`src/rtl/rxq_pkg.sv`:
```
// Shared types and helpers for the tagged receive queue.
// Assumes an 8-bit data byte and a 3-bit error tag per character.
package rxq_pkg;
    localparam int DATA_W = 8;
    localparam int TAG_W  = 3;

    typedef struct packed {
        logic [TAG_W-1:0]  tags;
        logic [DATA_W-1:0] data;
    } rxq_entry_t;

    // Fill threshold chosen by the 2-bit select field.
    function automatic int unsigned trig_level(input logic [1:0] sel);
        case (sel)
            2'd0:    return 1;
            2'd1:    return 8;
            2'd2:    return 16;
            default: return 56;
        endcase
    endfunction
endpackage

```
`src/rtl/rxq_store.sv`:
```
// Entry storage, pointers, fill count and overrun flag.
// Assumes DEPTH is a power of two so the pointers wrap naturally.
// Capacity is DEPTH in queue mode and 1 in single-register mode. A flush
// empties the store and blocks both strobes in that cycle.
module rxq_store #(
    parameter int DEPTH = 64,
    localparam int AW = $clog2(DEPTH),
    localparam int CW = $clog2(DEPTH + 1)
) (
    input  logic                clk,
    input  logic                rst_n,
    input  logic                flush,
    input  logic                fifo_mode,
    input  logic                wr_req,
    input  rxq_pkg::rxq_entry_t wr_entry,
    input  logic                rd_req,
    input  logic                status_rd,
    output rxq_pkg::rxq_entry_t head,
    output logic [CW-1:0]       count,
    output logic                wr_ok,
    output logic                rd_ok,
    output logic                ovr_flag
);
    localparam logic [CW-1:0] FULL_Q = CW'(DEPTH);
    localparam logic [CW-1:0] ONE_Q  = CW'(1);

    rxq_pkg::rxq_entry_t mem [DEPTH];
    logic [AW-1:0] wr_ptr, rd_ptr;
    logic [CW-1:0] cap;
    logic          drop;

    // Accept/drop decisions for this cycle.
    always_comb begin
        cap   = fifo_mode ? FULL_Q : ONE_Q;
        wr_ok = wr_req && !flush && (count < cap);
        drop  = wr_req && !flush && (count >= cap);
        rd_ok = rd_req && !flush && (count != '0);
    end

    // Storage array write port; no reset needed on the data.
    always_ff @(posedge clk) begin
        if (wr_ok) mem[wr_ptr] <= wr_entry;
    end

    // Pointer and fill-count bookkeeping.
    always_ff @(posedge clk) begin
        if (!rst_n || flush) begin
            wr_ptr <= '0;
            rd_ptr <= '0;
            count  <= '0;
        end else begin
            if (wr_ok) wr_ptr <= wr_ptr + AW'(1);
            if (rd_ok) rd_ptr <= rd_ptr + AW'(1);
            count <= count + CW'(wr_ok) - CW'(rd_ok);
        end
    end

    // Sticky overrun: a drop sets it, a status read clears it.
    always_ff @(posedge clk) begin
        if (!rst_n)         ovr_flag <= 1'b0;
        else if (drop)      ovr_flag <= 1'b1;
        else if (status_rd) ovr_flag <= 1'b0;
    end

    assign head = mem[rd_ptr];
endmodule

```
`src/rtl/rxq_rx_irq.sv`:
```
// Receive-data interrupt: compares the fill level with the selected
// threshold in queue mode, or fires on any held entry otherwise.
// Assumes count is the registered fill level of the store.
module rxq_rx_irq #(
    parameter int CW = 7
) (
    input  logic [CW-1:0] count,
    input  logic          fifo_mode,
    input  logic [1:0]    trig_sel,
    input  logic          irq_en,
    output logic          rx_irq
);
    logic [CW-1:0] level;

    // Threshold decode and comparison.
    always_comb begin
        level  = CW'(rxq_pkg::trig_level(trig_sel));
        rx_irq = irq_en && (fifo_mode ? (count >= level) : (count != '0));
    end
endmodule

```
`src/rtl/rxq_stall_timer.sv`:
```
// Stall timeout: counts bit ticks while the queue holds data without traffic.
// The limit is 4 frames (word + start + stop bits) plus 12 bit times.
// Assumes TW is wide enough for the largest limit (52 fits in 6 bits).
module rxq_stall_timer #(
    parameter int TW = 6
) (
    input  logic       clk,
    input  logic       rst_n,
    input  logic       active,
    input  logic       restart,
    input  logic       host_rd,
    input  logic       flush,
    input  logic       bit_tick,
    input  logic [1:0] word_sel,
    output logic       pending
);
    logic [TW-1:0] cnt, limit;

    // Frame-length dependent limit.
    always_comb limit = ((TW'(word_sel) + TW'(7)) << 2) + TW'(12);

    // Saturating tick counter, restarted by traffic or inactivity.
    always_ff @(posedge clk) begin
        if (!rst_n || restart || flush || !active) cnt <= '0;
        else if (bit_tick && cnt != limit)          cnt <= cnt + TW'(1);
    end

    // Pending flag: set on reaching the limit, cleared by a read or an empty store.
    always_ff @(posedge clk) begin
        if (!rst_n || host_rd || flush || !active)
            pending <= 1'b0;
        else if (!restart && bit_tick && (cnt + TW'(1) == limit))
            pending <= 1'b1;
    end
endmodule

```
`src/rtl/rxq_tagged_fifo.sv`:
```
// Receive queue top: stores bytes with their error tags, presents the head
// entry to the host and raises the receive and stall-timeout interrupts.
// Assumes strobes last one cycle per character and fifo_en changes rarely;
// a change of fifo_en flushes the store on the following edge.
module rxq_tagged_fifo #(
    parameter int DEPTH = 64,
    parameter int TW    = 6,
    localparam int CW   = $clog2(DEPTH + 1)
) (
    input  logic                       clk,
    input  logic                       rst_n,
    input  logic                       push,
    input  logic [rxq_pkg::DATA_W-1:0] push_data,
    input  logic [rxq_pkg::TAG_W-1:0]  push_tags,
    input  logic                       pop,
    input  logic                       fifo_en,
    input  logic [1:0]                 trig_sel,
    input  logic                       irq_en,
    input  logic [1:0]                 word_sel,
    input  logic                       bit_tick,
    input  logic                       status_rd,
    output logic [rxq_pkg::DATA_W-1:0] head_data,
    output logic [rxq_pkg::TAG_W-1:0]  head_tags,
    output logic                       data_ready,
    output logic [CW-1:0]              fill_count,
    output logic                       rx_irq,
    output logic                       tout_irq,
    output logic                       overrun
);
    rxq_pkg::rxq_entry_t wr_entry, head;
    logic mode_q, flush, wr_ok, rd_ok, tmo_pending, tmo_active;

    // Registered mode; any difference from the input is a pending flush.
    always_ff @(posedge clk) begin
        if (!rst_n) mode_q <= 1'b0;
        else        mode_q <= fifo_en;
    end

    // Glue: pack the incoming entry and derive the flush/activity terms.
    always_comb begin
        flush         = (fifo_en != mode_q);
        wr_entry.data = push_data;
        wr_entry.tags = push_tags;
        tmo_active    = mode_q && (fill_count != '0);
    end

    rxq_store #(.DEPTH(DEPTH)) u_store (
        .clk(clk), .rst_n(rst_n), .flush(flush), .fifo_mode(mode_q),
        .wr_req(push), .wr_entry(wr_entry), .rd_req(pop), .status_rd(status_rd),
        .head(head), .count(fill_count), .wr_ok(wr_ok), .rd_ok(rd_ok),
        .ovr_flag(overrun)
    );

    rxq_rx_irq #(.CW(CW)) u_rx_irq (
        .count(fill_count), .fifo_mode(mode_q), .trig_sel(trig_sel),
        .irq_en(irq_en), .rx_irq(rx_irq)
    );

    rxq_stall_timer #(.TW(TW)) u_timer (
        .clk(clk), .rst_n(rst_n), .active(tmo_active), .restart(wr_ok | rd_ok),
        .host_rd(rd_ok), .flush(flush), .bit_tick(bit_tick),
        .word_sel(word_sel), .pending(tmo_pending)
    );

    // Host-facing outputs.
    always_comb begin
        head_data  = head.data;
        head_tags  = head.tags;
        data_ready = (fill_count != '0);
        tout_irq   = irq_en && tmo_pending;
    end
endmodule

```
`config.mk`:
```
export PLATFORM = sky130hd
export DESIGN_NAME = rxq_tagged_fifo
export DESIGN_NICKNAME = d
export VERILOG_FILES = /design/src/rtl/rxq_pkg.sv /design/src/rtl/rxq_store.sv /design/src/rtl/rxq_rx_irq.sv /design/src/rtl/rxq_stall_timer.sv /design/src/rtl/rxq_tagged_fifo.sv
export SDC_FILE = /design/constraint.sdc
export NUM_CORES = 1
export LEC_CHECK = 0
export CAP_MARGIN = 20
export CORE_MARGIN = 2
export CORE_UTILIZATION = 48
export DETAILED_ROUTE_END_ITERATION = 7
export PLACE_DENSITY_LB_ADDON = 0.3
export REMOVE_ABC_BUFFERS = 1
export SLEW_MARGIN = 15
export SYNTH_ARGS = -nofsm -noshare
export SYNTH_HDL_FRONTEND = slang
export SYNTH_SLANG_ARGS = --single-unit
```
`constraint.sdc`:
```
create_clock -name clk -period 3.1 [get_ports clk]
set_input_delay 0.31 -clock clk [delete_from_list [all_inputs] [get_ports clk]]
set_output_delay 0.31 -clock clk [all_outputs]
set_load 0.01 [all_outputs]
```
-- Yosys cells after proc, flatten, opt, wreduce, memory -nomap -nowiden
Memory sizes are Yosys's and may differ from the RTL's. A register that Yosys moved wholly into a read port is not among the register bits.
Cells that the tools add are included.
- memories: 1
- bits of input ports: 23
- flip-flop bits (word level): 28
- latch bits: 0
- memory bits (read-only): 0
- word-level logic and storage cells: 58
- bits in writable memories: 704
- output and inout bits: 22
- multiply operators: 0
- div/mod/pow operators: 0
- magnitude comparators: 3
- eq/ne operators: 5
- bitwise logic cells: 1
- mux-type cells: 9
- reductions and logical operators: 25
- shift operators: 0
- add/sub/neg operators: 7
- memories (name ; words ; width ; rd ports ; clocked after memory_dff ; wr ports ; line ; RTL):
    u_store.mem ; 64 ; 11 ; 1 ; 1 ; 1 ; rxq_store.sv:27 ; rxq_pkg::rxq_entry_t mem [DEPTH];
- operator list (cell ; count):
    $add 6x1->6 const B ; 3
    $pmux 6 s3 ; 1
    $mux 6 ; 2
    $logic_and 1x1->1 ; 11
    $add 7x1->7 ; 1
    $ge 7x6->1 ; 1
    $ge 7x7->1 ; 1
    $logic_or 1x1->1 ; 7
    $lt 7x7->1 ; 1
    $mux 7 ; 1
    $reduce_bool 7->1 ; 1
    $sub 7x1->7 ; 1
    $add 6x4->6 const B ; 1
    $eq 6x6->1 ; 1
    $ne 6x6->1 ; 1
    $mux 1 ; 5
    $add 2x3->4 const B ; 1
    $logic_not 1->1 ; 4
    $eq 2x1->1 const B ; 1
    $eq 2x2->1 const B ; 1
    $logic_not 2->1 ; 1
    $reduce_bool 2->1 ; 1
    $ne 1x1->1 ; 1
    $or 1x1->1 ; 1

-- Depth between registers and ports, before layout
- depth after elaboration: 8
- mapped depth: 16
- gate-level depth less buffers: 14

-- Cells and area by module
Synthesis repeated with hierarchy kept, for this count alone.
- cells, all modules: 1462
- area, all modules: 29381.9 um^2
- by module, submodules not included (module ; sequential area each (um^2) ; times used ; area an instance (um^2) ; cells each):
    rxq_store ; 21660.8 ; 1 ; 28660.0 ; 1378
    rxq_stall_timer ; 140.1 ; 1 ; 509.2 ; 54
    rxq_rx_irq ; 0.0 ; 1 ; 136.4 ; 21
    rxq_tagged_fifo ; 20.0 ; 1 ; 76.3 ; 9

-- Worst setup path before layout
No wires, ideal clock.
- path type: reg2reg
- start: register u_store.count[3]
- end: register u_store.count[6]
- setup time: 71 ps
- buffers on the path: 2
- stages on the path, launching flop included: 17
- required time: 3029 ps
- clock period less this slack: 3374 ps
- arrival: 3303 ps
- slack: -274 ps
- cells stage by stage: dfxtp_1 -> inv_1 -> ha_1 -> nand2_1 -> or4_1 -> clkbuf_1 -> and3_1 -> clkbuf_1 -> xnor2_1 -> ha_1 -> fa_1 -> nor2b_1 -> o21a_1 -> o21bai_1 -> a21oi_1 -> or3_1 -> a21oi_1
- elaborated cells between the ends (all ways): 6
- classes of those cells: add/sub (2); order compare (1); reduce/logical (3)
- RTL lines (what ; line ; RTL):
    start, declared ; rxq_store.sv:19 ; output logic [CW-1:0] count,
    start signal, assigned ; rxq_store.sv:54 ; count <= count + CW'(wr_ok) - CW'(rd_ok);
    $reduce_bool 7->1 ; n/a ;
    via data_ready ; rxq_tagged_fifo.sv:24 ; output logic data_ready,
    $logic_and 1x1->1 ; rxq_store.sv:37 ; rd_ok = rd_req && !flush && (count != '0);
    $sub 7x1->7 ; rxq_store.sv:54 ;
The timed path passes the listed nets, and every way through them passes these cells.
A chain may end at the register's enable or synchronous reset.

==> impl_metrics.json <==
{
  "r2r-end": "u_store.count[6]$_SDFF_PP0_",
  "tns_ps": -1360,
  "drive_gt1_share_pct": 34.9,
  "seq_area_frac_synth_pct": 75.2,
  "cts-htree-levels": 3,
  "synth_ff_type": "edfxtp_1",
  "die_h_um": 250,
  "ios": 45,
  "tightest_slew_ps": 939,
  "cp_data_required_time_ps": 2790,
  "yosys-top-cells-count": "704 x edfxtp_1, 184 x mux4_2, 103 x nor2_1",
  "area_growth_pct": 20.3,
  "synth_seq_cells": 738,
  "fin_skew_ps": 12.7,
  "grt_max_degree": 65,
  "slew_headroom_pct": 37.4,
  "p_leak_nw": 11.1,
  "failed_checks": "setup timing",
  "cts_tree": "built",
  "clk_pin_slew_ps": 60,
  "r2r_cells": 14,
  "synth_top_area_share_pct": 72.8,
  "cp-end-kind": "primary output",
  "synth_compound_area_share_pct": 2.61,
  "synth.most_common_cell": "edfxtp_1",
  "avgSynthCellArea_sq_um": 20.5,
  "status": "finished with violations",
  "synth_top_family_by_area": "multiplexers",
  "maxSlewViolCount": 0,
  "final_nets": 1718,
  "setup_viol": 10,
  "holdPathStages": 1,
  "fin_crit_ps": 3290,
  "portBuffers": 44,
  "antenna_found_initial": 0,
  "setup_ws_ps": -192,
  "clkLatencyLatePin_ps": 600,
  "dpl.hpwl_mm": 39.1,
  "cp_max_fo": 4,
  "grt_setup_unrepaired": "yes",
  "wl_per_cell_um": 26.6,
  "gp_congestion": 0.811,
  "r2r_start": "u_store.count[4]$_SDFF_PP0_",
  "synth_fa_ha_area_share_pct": 1.10,
  "drc": 0,
  "start_util_pct": 48.3,
  "holdCritStartpoint": "push_data[4]",
  "syn_area_sq_mm": 0.0290,
  "chipWidth_um": 250,
  "async_flop_share_pct": 0,
  "grt_pass1_wl_mm": 99.4,
  "dr.pass1.iters": 5,
  "powerDensity_mw_per_mm2": 691,
  "fp-row-count": 90,
  "fmax_ghz": 0.304,
  "drtAntennaViolNets": 0,
  "synth-warning-count": 0,
  "cts_sinks": 738,
  "viasPerCell": 5.91,
  "timing.max_cap.violations": 0,
  "whs_ps": 241,
  "cts_root_buf": "clkbuf_16",
  "synthDistinctLibCells": 49,
  "synth.area.mux_share_pct": 15.4,
  "crit_path_start_kind": "register",
  "final.fill_count": 4420,
  "fp.coreArea_sq_mm": 0.0601,
  "crit_type": "register to primary output",
  "fin_crit_sh_pct": 106,
  "wl_mm": 66.7,
  "ir_drop_mv": 0.431,
  "n_antenna_cell": 0,
  "dieArea_sq_mm": 0.0625,
  "cts_buffers": 76,
  "synth-edff-count": 704,
  "netlist_instances": 1414,
  "synth_top_cell_by_area": "edfxtp_1",
  "grt_use_total_pct": 21.7,
  "grt_overflow": 0,
  "reg2reg_setup_slack_ps": 80,
  "vias": 14800,
  "synthSimpleGateAreaFrac_pct": 3.14,
  "critPathArrivalTime_ps": 2980,
  "holdCritPathClass": "primary input to register",
  "final-hold-violation-count": 0,
  "synth_area_leaders": "edfxtp_1 73%, mux4_2 14%, dfxtp_1 2.3%, nor2_1 1.3%, mux2i_1 1.1%",
  "cts_buffer_depth": 3,
  "drt_iter0_drc": 1372,
  "hold-path-endpoint": "u_store.mem[36][4]$_DFFE_PP_",
  "grt_pass1_vias": 15100,
  "synth_xor_area_share_pct": 0.845
}
## worst max-delay path, stage by stage (launching register included)
cell	delay, ps
dfxtp_4	370
buf_6	130
buf_12	130
buf_6	110
buf_6	80
mux4_2	490
mux4_2	540
o21ai_2	180
buf_6	130
o31ai_4	60
buf_2	150
## final cells by class
class | count | area (sq um) | share of cell area, %
tap | 782 | 978 | 2.80
timing repair buffer | 258 | 2520 | 7.21
sequential | 738 | 21800 | 62.5
inverter | 18 | 67.6 | 0.193
multi-input combinational | 578 | 7080 | 20.3
clock buffer | 91 | 2030 | 5.82
clock inverter | 43 | 410 | 1.17
## cells by family after synthesis
family,count (synthesis)
muxes,218
DFF,738
adders and majority gates,25
AOI/OAI and AO/OA,112
and+or+nand+nor,195
xor gates and xnor gates,28
buffers and inverters,98
## timing repair
item                       CTS  global route
setup endpoints to repair   12            12
gates cloned                 7             1
gates resized for setup    133            41
hold buffers                 0             0
setup buffers               38             7
pin swaps                   26            18
## worst max-delay path by stage
| stage | endpoint | depth (start not counted) | slack, ps |
|---|---|---|---|
| after floorplan | head_data[0] | 6 | -5140 |
| after global placement | head_data[3] | 7 | -80 |
| after detailed placement | head_data[3] | 7 | -80 |
| after CTS | head_tags[1] | 10 | -230 |
| after global routing | head_data[4] | 11 | -270 |
| final | head_tags[1] | 10 | -190 |
## power breakdown
part	switching, mW	leakage (nW)	internal [mW]
Clock	3.67	1.18	5.32
Sequential	0.0544	6.61	11.0
Combinational	1.92	3.32	2.18
## registers in the layout, indices dropped and copies added, names as in the netlist, named ones only
signal	cells
u_store.mem	704
u_store.count	7
u_store.rd_ptr	6
u_store.wr_ptr	6
u_timer.cnt	6
mode_q	1
u_store.ovr_flag	1
u_timer.pending	1
## per-stage QoR
step	instance area [sq um]	power (mW)	util, %	setup slack, ps	instances
after global routing	34900	25.0	58.1	-271	2508
after detailed placement	31400	14.7	52.3	-76.1	2328
final	34900	24.1	58.1	-192	2508
after floorplan	28600	13.7	-	-5140	1334
after CTS	34800	24.2	57.8	-225	2504
after global placement	31400	14.7	52.3	-76.9	2328
## metal layers
metal | up-vias | track usage, % | routed length (um)
met5 | - | 0 | 0
met3 | 111 | 4.37 | 4890
met2 | 570 | 34.1 | 31900
li1 | 6323 | - | -
met1 | 7827 | 31.1 | 28100
met4 | 0 | 6.33 | 1700
## placed cells by master, fill, tap and decap left out, types with 6 or more instances in the layout
cell type,instances
clkinv_1,21
clkdlybuf4s50_1,22
buf_2,7
clkbuf_1,11
nand2_1,19
xor2_1,19
clkinv_2,7
nand2b_1,6
a211oi_1,6
bufinv_16,8
edfxtp_1,704
nand4_1,6
o221ai_1,9
o221ai_2,8
dfxtp_1,27
xnor2_1,9
o22ai_1,7
nor2b_1,15
a211oi_2,6
inv_1,14
nor2_1,103
o21ai_1,6
a22oi_2,7
buf_6,15
mux2i_1,27
buf_4,179
buf_16,11
nor3_1,6
nand3_1,7
ha_1,21
buf_12,16
clkbuf_16,80
a21oi_1,15
mux4_2,184
o21ai_0,9
No activity file was read; power rests on OpenSTA's default activity.
